**src/rtl/bsr_pkg.sv**
```systemverilog
package bsr_pkg;

    localparam int BURST_W = 2;

    typedef enum logic [1:0] {
        SRC_NONE = 2'd0,
        SRC_PROC = 2'd1,
        SRC_CTRL = 2'd2
    } strobe_src_e;

    typedef struct packed {
        logic rd;
        logic wr;
    } acc_kind_t;

    function automatic logic [BURST_W-1:0] burst_next(input logic [BURST_W-1:0] c);
        return c + {{(BURST_W-1){1'b0}}, 1'b1};
    endfunction

endpackage

```
**src/rtl/bsr_strobe_arb.sv**
```systemverilog
module bsr_strobe_arb
    import bsr_pkg::*;
(
    input  logic        clk,
    input  logic        rst,
    input  logic        ce_n,
    input  logic        proc_stb_n,
    input  logic        ctrl_stb_n,
    input  logic        sleep,
    output strobe_src_e src
);

    logic proc_ok;
    logic ctrl_ok;

    assign proc_ok = !proc_stb_n && !ce_n && !sleep;
    assign ctrl_ok = !ctrl_stb_n && !sleep;

    always_comb begin
        if (proc_ok)      src = SRC_PROC;
        else if (ctrl_ok) src = SRC_CTRL;
        else              src = SRC_NONE;
    end

    // processor wins a tie when enabled
    p_prio_r3: assert property (@(posedge clk) disable iff (rst)
        (!proc_stb_n && !ctrl_stb_n && !ce_n && !sleep) |-> src == SRC_PROC);

    // chip enable high blocks the processor strobe
    p_gate_r4: assert property (@(posedge clk) disable iff (rst)
        ce_n |-> src != SRC_PROC);

    // nothing starts during sleep
    p_sleep_r11: assert property (@(posedge clk) disable iff (rst)
        sleep |-> src == SRC_NONE);

endmodule

```
**src/rtl/bsr_burst_ctr.sv**
```systemverilog
module bsr_burst_ctr
    import bsr_pkg::*;
#(
    parameter int ADDR_W = 6
) (
    input  logic              clk,
    input  logic              rst,
    input  strobe_src_e       src,
    input  logic              adv_n,
    input  logic              we_n,
    input  logic              sleep,
    input  logic [ADDR_W-1:0] addr,
    output logic [ADDR_W-1:0] addr_q,
    output logic              wr_take,
    output acc_kind_t         pend
);

    localparam int HI_W = ADDR_W - BURST_W;

    logic [HI_W-1:0]    hi_q, hi_d;
    logic [BURST_W-1:0] cnt_q, cnt_d;
    logic               active_q;
    logic               adv_go;
    acc_kind_t          kind;

    assign adv_go = (src == SRC_NONE) && !adv_n && active_q && !sleep;

    always_comb begin
        hi_d    = hi_q;
        cnt_d   = cnt_q;
        kind.rd = 1'b0;
        kind.wr = 1'b0;
        if (src != SRC_NONE) begin
            hi_d    = addr[ADDR_W-1:BURST_W];
            cnt_d   = addr[BURST_W-1:0];
            kind.rd = (src == SRC_PROC) || we_n;
            kind.wr = (src == SRC_CTRL) && !we_n;
        end else if (adv_go) begin
            cnt_d   = burst_next(cnt_q);
            kind.rd = we_n;
            kind.wr = !we_n;
        end
    end

    always_ff @(posedge clk) begin
        if (rst) begin
            hi_q     <= '0;
            cnt_q    <= '0;
            active_q <= 1'b0;
            pend     <= '0;
        end else begin
            hi_q  <= hi_d;
            cnt_q <= cnt_d;
            pend  <= kind;
            if (src != SRC_NONE) active_q <= 1'b1;
        end
    end

    assign addr_q  = {hi_q, cnt_q};
    assign wr_take = kind.wr;

    // advance steps the low field and freezes the upper field
    p_wrap_r6: assert property (@(posedge clk) disable iff (rst)
        adv_go |=> (cnt_q == burst_next($past(cnt_q))) && (hi_q == $past(hi_q)));

    // a recognized strobe loads the presented address
    p_ld_r2: assert property (@(posedge clk) disable iff (rst)
        (src != SRC_NONE) |=> addr_q == $past(addr));

endmodule

```
**src/rtl/bsr_store.sv**
```systemverilog
module bsr_store
    import bsr_pkg::*;
#(
    parameter int ADDR_W = 6,
    parameter int DATA_W = 16
) (
    input  logic              clk,
    input  logic              rst,
    input  logic [ADDR_W-1:0] addr_q,
    input  acc_kind_t         pend,
    input  logic              wr_take,
    input  logic [DATA_W-1:0] din,
    output logic [DATA_W-1:0] dout_q,
    output logic              rd_valid
);

    localparam int DEPTH = 1 << ADDR_W;

    logic [DATA_W-1:0] mem [DEPTH];
    logic [DATA_W-1:0] din_q;

    always_ff @(posedge clk) begin
        if (rst) begin
            din_q    <= '0;
            dout_q   <= '0;
            rd_valid <= 1'b0;
        end else begin
            if (wr_take) din_q <= din;
            rd_valid <= pend.rd;
            if (pend.rd) dout_q <= mem[addr_q];
        end
    end

    always_ff @(posedge clk) begin
        if (pend.wr) mem[addr_q] <= din_q;
    end

    // output word holds when no read was pending
    p_hold_r12: assert property (@(posedge clk) disable iff (rst)
        !pend.rd |=> $stable(dout_q) && !rd_valid);

endmodule

```
**src/rtl/burst_sram_core.sv**
```systemverilog
module burst_sram_core
    import bsr_pkg::*;
#(
    parameter int ADDR_W = 6,
    parameter int DATA_W = 16
) (
    input  logic              clk,
    input  logic              rst,
    input  logic              ce_n,
    input  logic              proc_stb_n,
    input  logic              ctrl_stb_n,
    input  logic              adv_n,
    input  logic              we_n,
    input  logic              oe_n,
    input  logic              sleep,
    input  logic [ADDR_W-1:0] addr,
    input  logic [DATA_W-1:0] din,
    output logic [DATA_W-1:0] dout,
    output logic              dout_en,
    output logic              rd_valid
);

    strobe_src_e       src;
    logic [ADDR_W-1:0] addr_q;
    logic              wr_take;
    acc_kind_t         pend;
    logic [DATA_W-1:0] dout_q;

    bsr_strobe_arb u_arb (
        .clk        (clk),
        .rst        (rst),
        .ce_n       (ce_n),
        .proc_stb_n (proc_stb_n),
        .ctrl_stb_n (ctrl_stb_n),
        .sleep      (sleep),
        .src        (src)
    );

    bsr_burst_ctr #(.ADDR_W(ADDR_W)) u_ctr (
        .clk     (clk),
        .rst     (rst),
        .src     (src),
        .adv_n   (adv_n),
        .we_n    (we_n),
        .sleep   (sleep),
        .addr    (addr),
        .addr_q  (addr_q),
        .wr_take (wr_take),
        .pend    (pend)
    );

    bsr_store #(.ADDR_W(ADDR_W), .DATA_W(DATA_W)) u_store (
        .clk      (clk),
        .rst      (rst),
        .addr_q   (addr_q),
        .pend     (pend),
        .wr_take  (wr_take),
        .din      (din),
        .dout_q   (dout_q),
        .rd_valid (rd_valid)
    );

    assign dout_en = !oe_n;
    assign dout    = oe_n ? '0 : dout_q;

    // a processor strobe yields read data two edges later
    p_lat_r9: assert property (@(posedge clk) disable iff (rst)
        (src == SRC_PROC) |=> ##1 rd_valid);

endmodule

```
**config.mk**
```make
export PLATFORM = sky130hd
export DESIGN_NAME = burst_sram_core
export DESIGN_NICKNAME = d
export VERILOG_FILES = /design/src/rtl/bsr_pkg.sv /design/src/rtl/bsr_strobe_arb.sv /design/src/rtl/bsr_burst_ctr.sv /design/src/rtl/bsr_store.sv /design/src/rtl/burst_sram_core.sv
export SDC_FILE = /design/constraint.sdc
export NUM_CORES = 1
export LEC_CHECK = 0
export CORE_ASPECT_RATIO = 0.6
export CORE_MARGIN = 2
export CORE_UTILIZATION = 30
export DETAILED_ROUTE_END_ITERATION = 6
export PLACE_DENSITY = 0.53
export SLEW_MARGIN = 15
export SYNTH_ARGS = -nofsm -noshare
export SYNTH_HDL_FRONTEND = slang
export SYNTH_HIERARCHICAL = 1
export SYNTH_SLANG_ARGS = --single-unit
```
**constraint.sdc**
```tcl
create_clock -name clk -period 6.63 [get_ports clk]
set_input_delay 0.9945 -clock clk [delete_from_list [all_inputs] [get_ports clk]]
set_output_delay 0.9945 -clock clk [all_outputs]
set_load 0.01 [all_outputs]
```
==> run summary, run 1 <==
* status: complete, no violations
* total of hold buffers inserted after clock tree synthesis: 0
* top flip-flop cell by instance count after synthesis: sky130_fd_sc_hd__edfxtp_1
* drt first pass iters: 7
* aggregate routed wire length: 136000 um
* number of vias in the routed layout: 24300
* internal power summed over all cells: 10.7 mW
* Wirelength per Cell: 31.3 um
* warnings from Yosys: 6
* number of nets still failing antenna checks after routing: 0
* fin cells: 4338
* Inserted Diodes: 0
* slowest stage cell, crit path: sky130_fd_sc_hd__dfxtp_4
* largest area contributor in the synthesized netlist: sky130_fd_sc_hd__edfxtp_1
* worst vdd ir: 0.195 mV
* RSZ-0062 raised after global routing: false
* final setup slack of the worst path: 2.38 ns
* Port Buffers: 48
* pin count of the biggest net entering global routing: 105
* depth of the CTS H-tree: 3
* Global Route met2 Usage: 0.248
* routability congestion estimate: 0.957
* violation count after the first detailed-routing iteration: 3829
* CP max stage delay: 0.85 ns
* initial core utilization: 0.303
* Post-Syn Area: 41500 sq um
* CP Cell Sequence: buf_4, nor2b_4, buf_4, a221oi_1, o22ai_1, a22oi_1, o211ai_1, o31a_1
* Clk pin slew, worst setup/hold paths: 0.07 ns
* Sw Share: 0.236
* routing usage on met1: 0.285
* share of the clock period used by the worst path: 0.641
* row cnt: 105
* cell total after placement: 4172
* number of global-route vias before repair: 23000
* CP startpoint kind: flip-flop
* worst clock skew: 0.0490 ns
* cell count after synthesis: 2337
* crit-path most repeated cell: sky130_fd_sc_hd__buf_4
* portion of synthesized cell area occupied by the leading cell type: 0.741
* die outline area: 141000 sq um
* TritonCTS Sinks: 1066
* worst rel slew slack: 0.286
* Clock Tree Buf Depth: 3
* post-detailed-placement half-perimeter wirelength: 83800 um
* required time worst endpoint: 7.21 ns
* Post-Synthesis Net Count: 2368
* number of flops mapped to enable cells by yosys: 1024
* clock root buffer: sky130_fd_sc_hd__clkbuf_16
* Floorplan Core Area: 137000 sq um
* unique cell type count in the Yosys netlist: 78
* clock latency on the worst-skew pair: 0.71 ns
* number of setup violations in the final report: 0
* Final nets: 2478
* number of antenna violations at the first check in global routing: 7
* fmax: 235 MHz
* I/O pin total: 49
* Worst-Margin Slew: 1.04 ns
* Avg Vias per Cell: 5.60
* share of final-layout standard cells stronger than drive strength 1: 0.191
* Post-CTS Setup Inserts: 0
* Total Negative Setup Slacks: 0 ns
* clock tree from TritonCTS: done
* minimum hold slack: 0.465 ns
* worst min path class: reg2reg
* residual DRC count: 0
* area added between synthesis and finish: 14.2%
* clock power share: 0.394
* combinational share of power: 0.077
* die width: 484 um
* LEAKAGE: 13.4 nW
* main area contributors after synthesis: sky130_fd_sc_hd__edfxtp_1, sky130_fd_sc_hd__mux4_2, sky130_fd_sc_hd__a221oi_1
* first-pass GRT wire length: 188000 um
* Die Y: 292 um
* final max-slew violation count: 0
* Place WS: 2.66 ns
* hold violation total from the final report: 0
* max-cap violation count: 0
* met3 usage: 0.0710
* post-layout total power: 14.0 mW
* sequential share of the synthesized area: 0.761
* arrival time of data at the critical path endpoint: 4.83 ns
* time the worst path needs with I/O delays and setup: 4.25 ns
* Sequential Power Share: 0.528
* Power per Cell Area: 296 nW/um^2
* category of the most critical setup path: reg2reg
* Worst Path Max Fanout: 46
* most common cell after layout, fill and taps aside: sky130_fd_sc_hd__edfxtp_1
* highest-utilization routing layer at the global route stage: met1
* count of state elements after synthesis: 1066
* Async S/R FF share, synth: 0
* Num CTS Buffers: 92
* number of fill cells: 12800
* commonest cells after routing, fill and taps aside: sky130_fd_sc_hd__edfxtp_1, sky130_fd_sc_hd__nor2_1, sky130_fd_sc_hd__a221oi_1
* Avg Synthesized Cell Area: 17.8 sq um
* count of cells resized by post-cts repair: 0
* remaining global-route overflow: 0
* type of destination of the critical path: flip-flop
* switching power: 3.31 mW
* GRT Util Overall: 0.188
## flip-flops by register name (all words and copies together), names as in the netlist
name              cells
u_ctr/hi_q            4
u_store/rd_valid      1
u_ctr/pend            2
u_store/din_q        16
u_store/dout_q       16
u_store/mem        1024
u_ctr/cnt_q           2
u_ctr/active_q        1
## cell type report
class                   instances  area, sq um  area share
flip-flops and latches       1066        31600       0.667
well taps                    1819         2280      0.0480
clock buffers                 118         2520      0.0532
multi-input cells            1102         8960       0.189
inverters                       5         18.8    0.000396
repair buffers                180         1520      0.0320
clock inverters                48          479      0.0101
## cells in the mapped netlist (all sizes together), types with 9 or more instances
master   count
nor2       158
o21ai       63
nor3        18
a22oi       66
nor2b       17
a221oi     142
dfxtp       42
o22ai       45
nand2       91
a31oi       12
o2bb2ai      9
a22o        21
mux2        74
a21oi       57
mux2i      106
a311oi       9
a221o       18
and3         9
clkbuf      38
edfxtp    1024
mux4        68
nand3       13
buf        126
## routing by layer
layer | wire length (um) | vias up
met4 | 3090 | 4
met1 | 59300 | 12700
met2 | 53500 | 1618
met3 | 19600 | 216
li1 | - | 9753
met5 | 195 | -
## power by group through the flow
| stage | registers, mW | clock network [mW] | logic [mW] |
|---|---|---|---|
| after CTS | 7.41 | 5.60 | 1.05 |
| after global placement | 7.56 | 0 | 1.04 |
| final | 7.41 | 5.53 | 1.09 |
| after floorplan | 7.54 | 0 | 0.593 |
| after global routing | 7.41 | 5.86 | 1.12 |
| after detailed placement | 7.56 | 0 | 1.05 |
## worst paths after layout
kind                                       start                  to  slack (ns)  cells after the start
worst max register to register    u_ctr/cnt_q[0]  u_store/dout_q[12]        2.38                      8
worst min-delay path            u_store/din_q[3]  u_store/mem[18][3]        0.47                      0
worst min register to register  u_store/din_q[3]  u_store/mem[18][3]        0.47                      0
worst max-delay path              u_ctr/cnt_q[0]  u_store/dout_q[12]        2.38                      8
## worst max-delay path: cells and delay by family, from the launching register on
family / cells / cell delay (ns)
AO/OA/AOI/OAI: 5 / 2.02
buffers and inverters: 2 / 0.90
flip-flops: 1 / 0.85
AND/OR/NAND/NOR: 1 / 0.28
## kinds of logic after synthesis
logic type	count (synthesis)	share of synthesized area
buf+inv	169	0.0252
simple gates	354	0.0399
flops	1066	0.761
compound gates	499	0.0905
mux	248	0.0828
xor+xnor	1	0.000211
## through the flow
stage | instance area, sq um | utilization
3_5_place_dp | 44400 | 0.324
2_1_floorplan | 41500 | -
4_1_cts | 47400 | 0.346
6_report | 47400 | 0.346
3_3_place_gp | 44400 | 0.324
5_1_grt | 47400 | 0.346
Note: power is estimated with default switching activity, not from simulation.
==> run 2, diff against run 1 <==
Settings changed: PLACE_DENSITY 0.53 to 0.55.
Clock period 6.63 ns to 3.6 ns, I/O delays scaled along.
==> run summary, run 2 (synthesis results as in run 1) <==
* clock tree from TritonCTS: done, unchanged
* count of cells resized by post-cts repair: 0, unchanged
* row cnt: 105, unchanged
* drt first pass iters: 6, was 7
* time the worst path needs with I/O delays and setup: 3.42 ns, was 4.25 ns
* Die Y: 292 um, unchanged
* Final nets: 2579, was 2478
* top layer used by detailed routing: met5, unchanged
* share of final-layout standard cells stronger than drive strength 1: 0.222, was 0.191
* routability congestion estimate: 0.951, was 0.957
* residual DRC count: 0, unchanged
* clock root buffer: sky130_fd_sc_hd__clkbuf_16, unchanged
* number of vias in the routed layout: 24900, was 24300
* total cell area at the placement stage: 45500 sq um, was 44400 sq um
* largest registers in the final layout: u_store/mem (1024), u_store/din_q (16), u_store/dout_q (16), unchanged
* Wirelength per Cell: 31.6 um, was 31.3 um
* clock latency on the worst-skew pair: 0.72 ns, was 0.71 ns
* top register by number of flip-flops: u_store/mem, unchanged
* number of antenna violations at the first check in global routing: 12, was 7
* Total Negative Setup Slacks: 0 ns, unchanged
* required time worst endpoint: 4.21 ns, was 7.21 ns
* max FFs per register: 1024, unchanged
* total met3 wirelength after detailed routing: 18300 um, was 19600 um
* depth of the CTS H-tree: 3, unchanged
* Hold Path Stages: 3, was 0
* I/O pin total: 49, unchanged
* number of global-route vias before repair: 23800, was 23000
* category of the most critical setup path: reg2reg, unchanged
* number of fill cells: 12800, about the same
* arrival time of data at the critical path endpoint: 4.04 ns, was 4.83 ns
* hold violation total from the final report: 0, unchanged
* number of setup violations in the final report: 0, unchanged
* Avg Vias per Cell: 5.59, was 5.60
* worst vdd ir: 0.308 mV, was 0.195 mV
* M1 wire length: 61700 um, was 59300 um
* area of all placed cells without fillers: 48600 sq um, was 47400 sq um
* TritonCTS Sinks: 1066, unchanged
* Worst Path Max Fanout: 28, was 46
* Clk pin slew, worst setup/hold paths: 0.07 ns, about the same
* die outline area: 141000 sq um, unchanged
* slack of the worst reg-to-reg path: 0.18 ns, was 2.38 ns
* GRT Util Overall: 0.195, was 0.188
* initial core utilization: 0.303, unchanged
* worst min path class: in2reg, was reg2reg
* RSZ-0062 raised after global routing: false, unchanged
* total of hold buffers inserted after clock tree synthesis: 0, unchanged
* Power per Cell Area: 539 nW/um^2, was 296 nW/um^2
* Post-CTS Setup Inserts: 0, unchanged
* Clock Tree Buf Depth: 3, unchanged
* worst clock skew: 0.0374 ns, was 0.0490 ns
* number of nets still failing antenna checks after routing: 0, unchanged
* pin count of the biggest net entering global routing: 86, was 105
* area taken by flip-flops and latches: 31600 sq um, about the same
* area taken by multi-input logic gates: 8950 sq um, was 8960 sq um
* fmax: 292 MHz, was 235 MHz
* CP startpoint kind: flip-flop, unchanged
* area added between synthesis and finish: 17.1%, was 14.2%
* post-layout total power: 26.2 mW, was 14.0 mW
* status: complete, no violations, unchanged
* share of the clock period used by the worst path: 0.951, was 0.641
* Worst-Margin Slew: 1.23 ns, was 1.04 ns
* aggregate routed wire length: 141000 um, was 136000 um
* most common cell after layout, fill and taps aside: sky130_fd_sc_hd__edfxtp_1, unchanged
* Floorplan Core Area: 137000 sq um, unchanged
* Port Buffers: 48, unchanged
* Num CTS Buffers: 92, unchanged
* remaining global-route overflow: 0, unchanged
* worst rel slew slack: 0.180, was 0.286
* final max-slew violation count: 0, unchanged
* first-pass GRT wire length: 194000 um, was 188000 um
* violation count after the first detailed-routing iteration: 3489, was 3829
* type of destination of the critical path: flip-flop, unchanged
* LEAKAGE: 14.0 nW, was 13.4 nW
* commonest cells after routing, fill and taps aside: sky130_fd_sc_hd__edfxtp_1, sky130_fd_sc_hd__buf_4, sky130_fd_sc_hd__nor2_1, was sky130_fd_sc_hd__edfxtp_1, sky130_fd_sc_hd__nor2_1, sky130_fd_sc_hd__a221oi_1
* met2 wirelength from detailed routing: 57600 um, was 53500 um
* post-detailed-placement half-perimeter wirelength: 91800 um, was 83800 um
* die width: 484 um, unchanged
* max-cap violation count: 0, unchanged
* R2R depth: 6, was 8
[run 2: cell count changes in the layout (fill, tap and decap cells not counted), moves of 7 or more]
cell                       change
sky130_fd_sc_hd__buf_12       +28
sky130_fd_sc_hd__clkbuf_8      -8
sky130_fd_sc_hd__buf_4        +73
sky130_fd_sc_hd__diode_2       +7
[run 2: worst paths after layout]
kind	start	to
setup reg to reg	u_ctr/hi_q[0]	u_store/dout_q[5]
hold / removal	addr[5]	u_ctr/hi_q[3]
setup / recovery	u_ctr/hi_q[0]	u_store/dout_q[5]
hold reg to reg	u_ctr/active_q	u_ctr/active_q
[run 2: layout make-up]
class | instances | share of cell area
clock buffers | 110 | 0.0501
flip-flops and latches | 1066 | 0.651
diodes | 7 | 0.000361
multi-input cells | 1102 | 0.184
repair buffers | 281 | 0.0540
clock inverters | 58 | 0.0127
inverters | 5 | 0.000386
well taps | 1819 | 0.0469
[run 2: power breakdown]
part           switching (mW)  internal, mW
combinational            1.41         0.734
sequential              0.167          13.5
clock                    4.63          5.70
[run 2: worst max-delay path, cell delays in order, from the launching register on]
cell and delay [ns]:
sky130_fd_sc_hd__dfxtp_4 0.67, sky130_fd_sc_hd__and2_2 0.68, sky130_fd_sc_hd__buf_4 0.36, sky130_fd_sc_hd__a22oi_1 0.13, sky130_fd_sc_hd__o2bb2ai_1 0.93, sky130_fd_sc_hd__a22oi_1 0.21
sky130_fd_sc_hd__a311oi_1 0.32
[run 2: per-stage QoR]
step	cells	hold WS, ns	util	worst slack (ns)
global route	4441	0.409	0.354	0.196
finish	4448	0.400	0.354	0.177
CTS	4441	0.361	0.354	0.353
detailed placement	4273	0.467	0.332	0.379
floorplan	2337	0.441	-	0.663
global placement	4272	0.460	0.332	0.418
[run 2: per-layer routing]
| metal | GRT usage | vias up |
|---|---|---|
| met5 | 0 | - |
| met4 | 0.0463 | 6 |
| met3 | 0.0688 | 191 |
| met2 | 0.268 | 1582 |
| met1 | 0.292 | 13100 |
| li1 | - | 9979 |
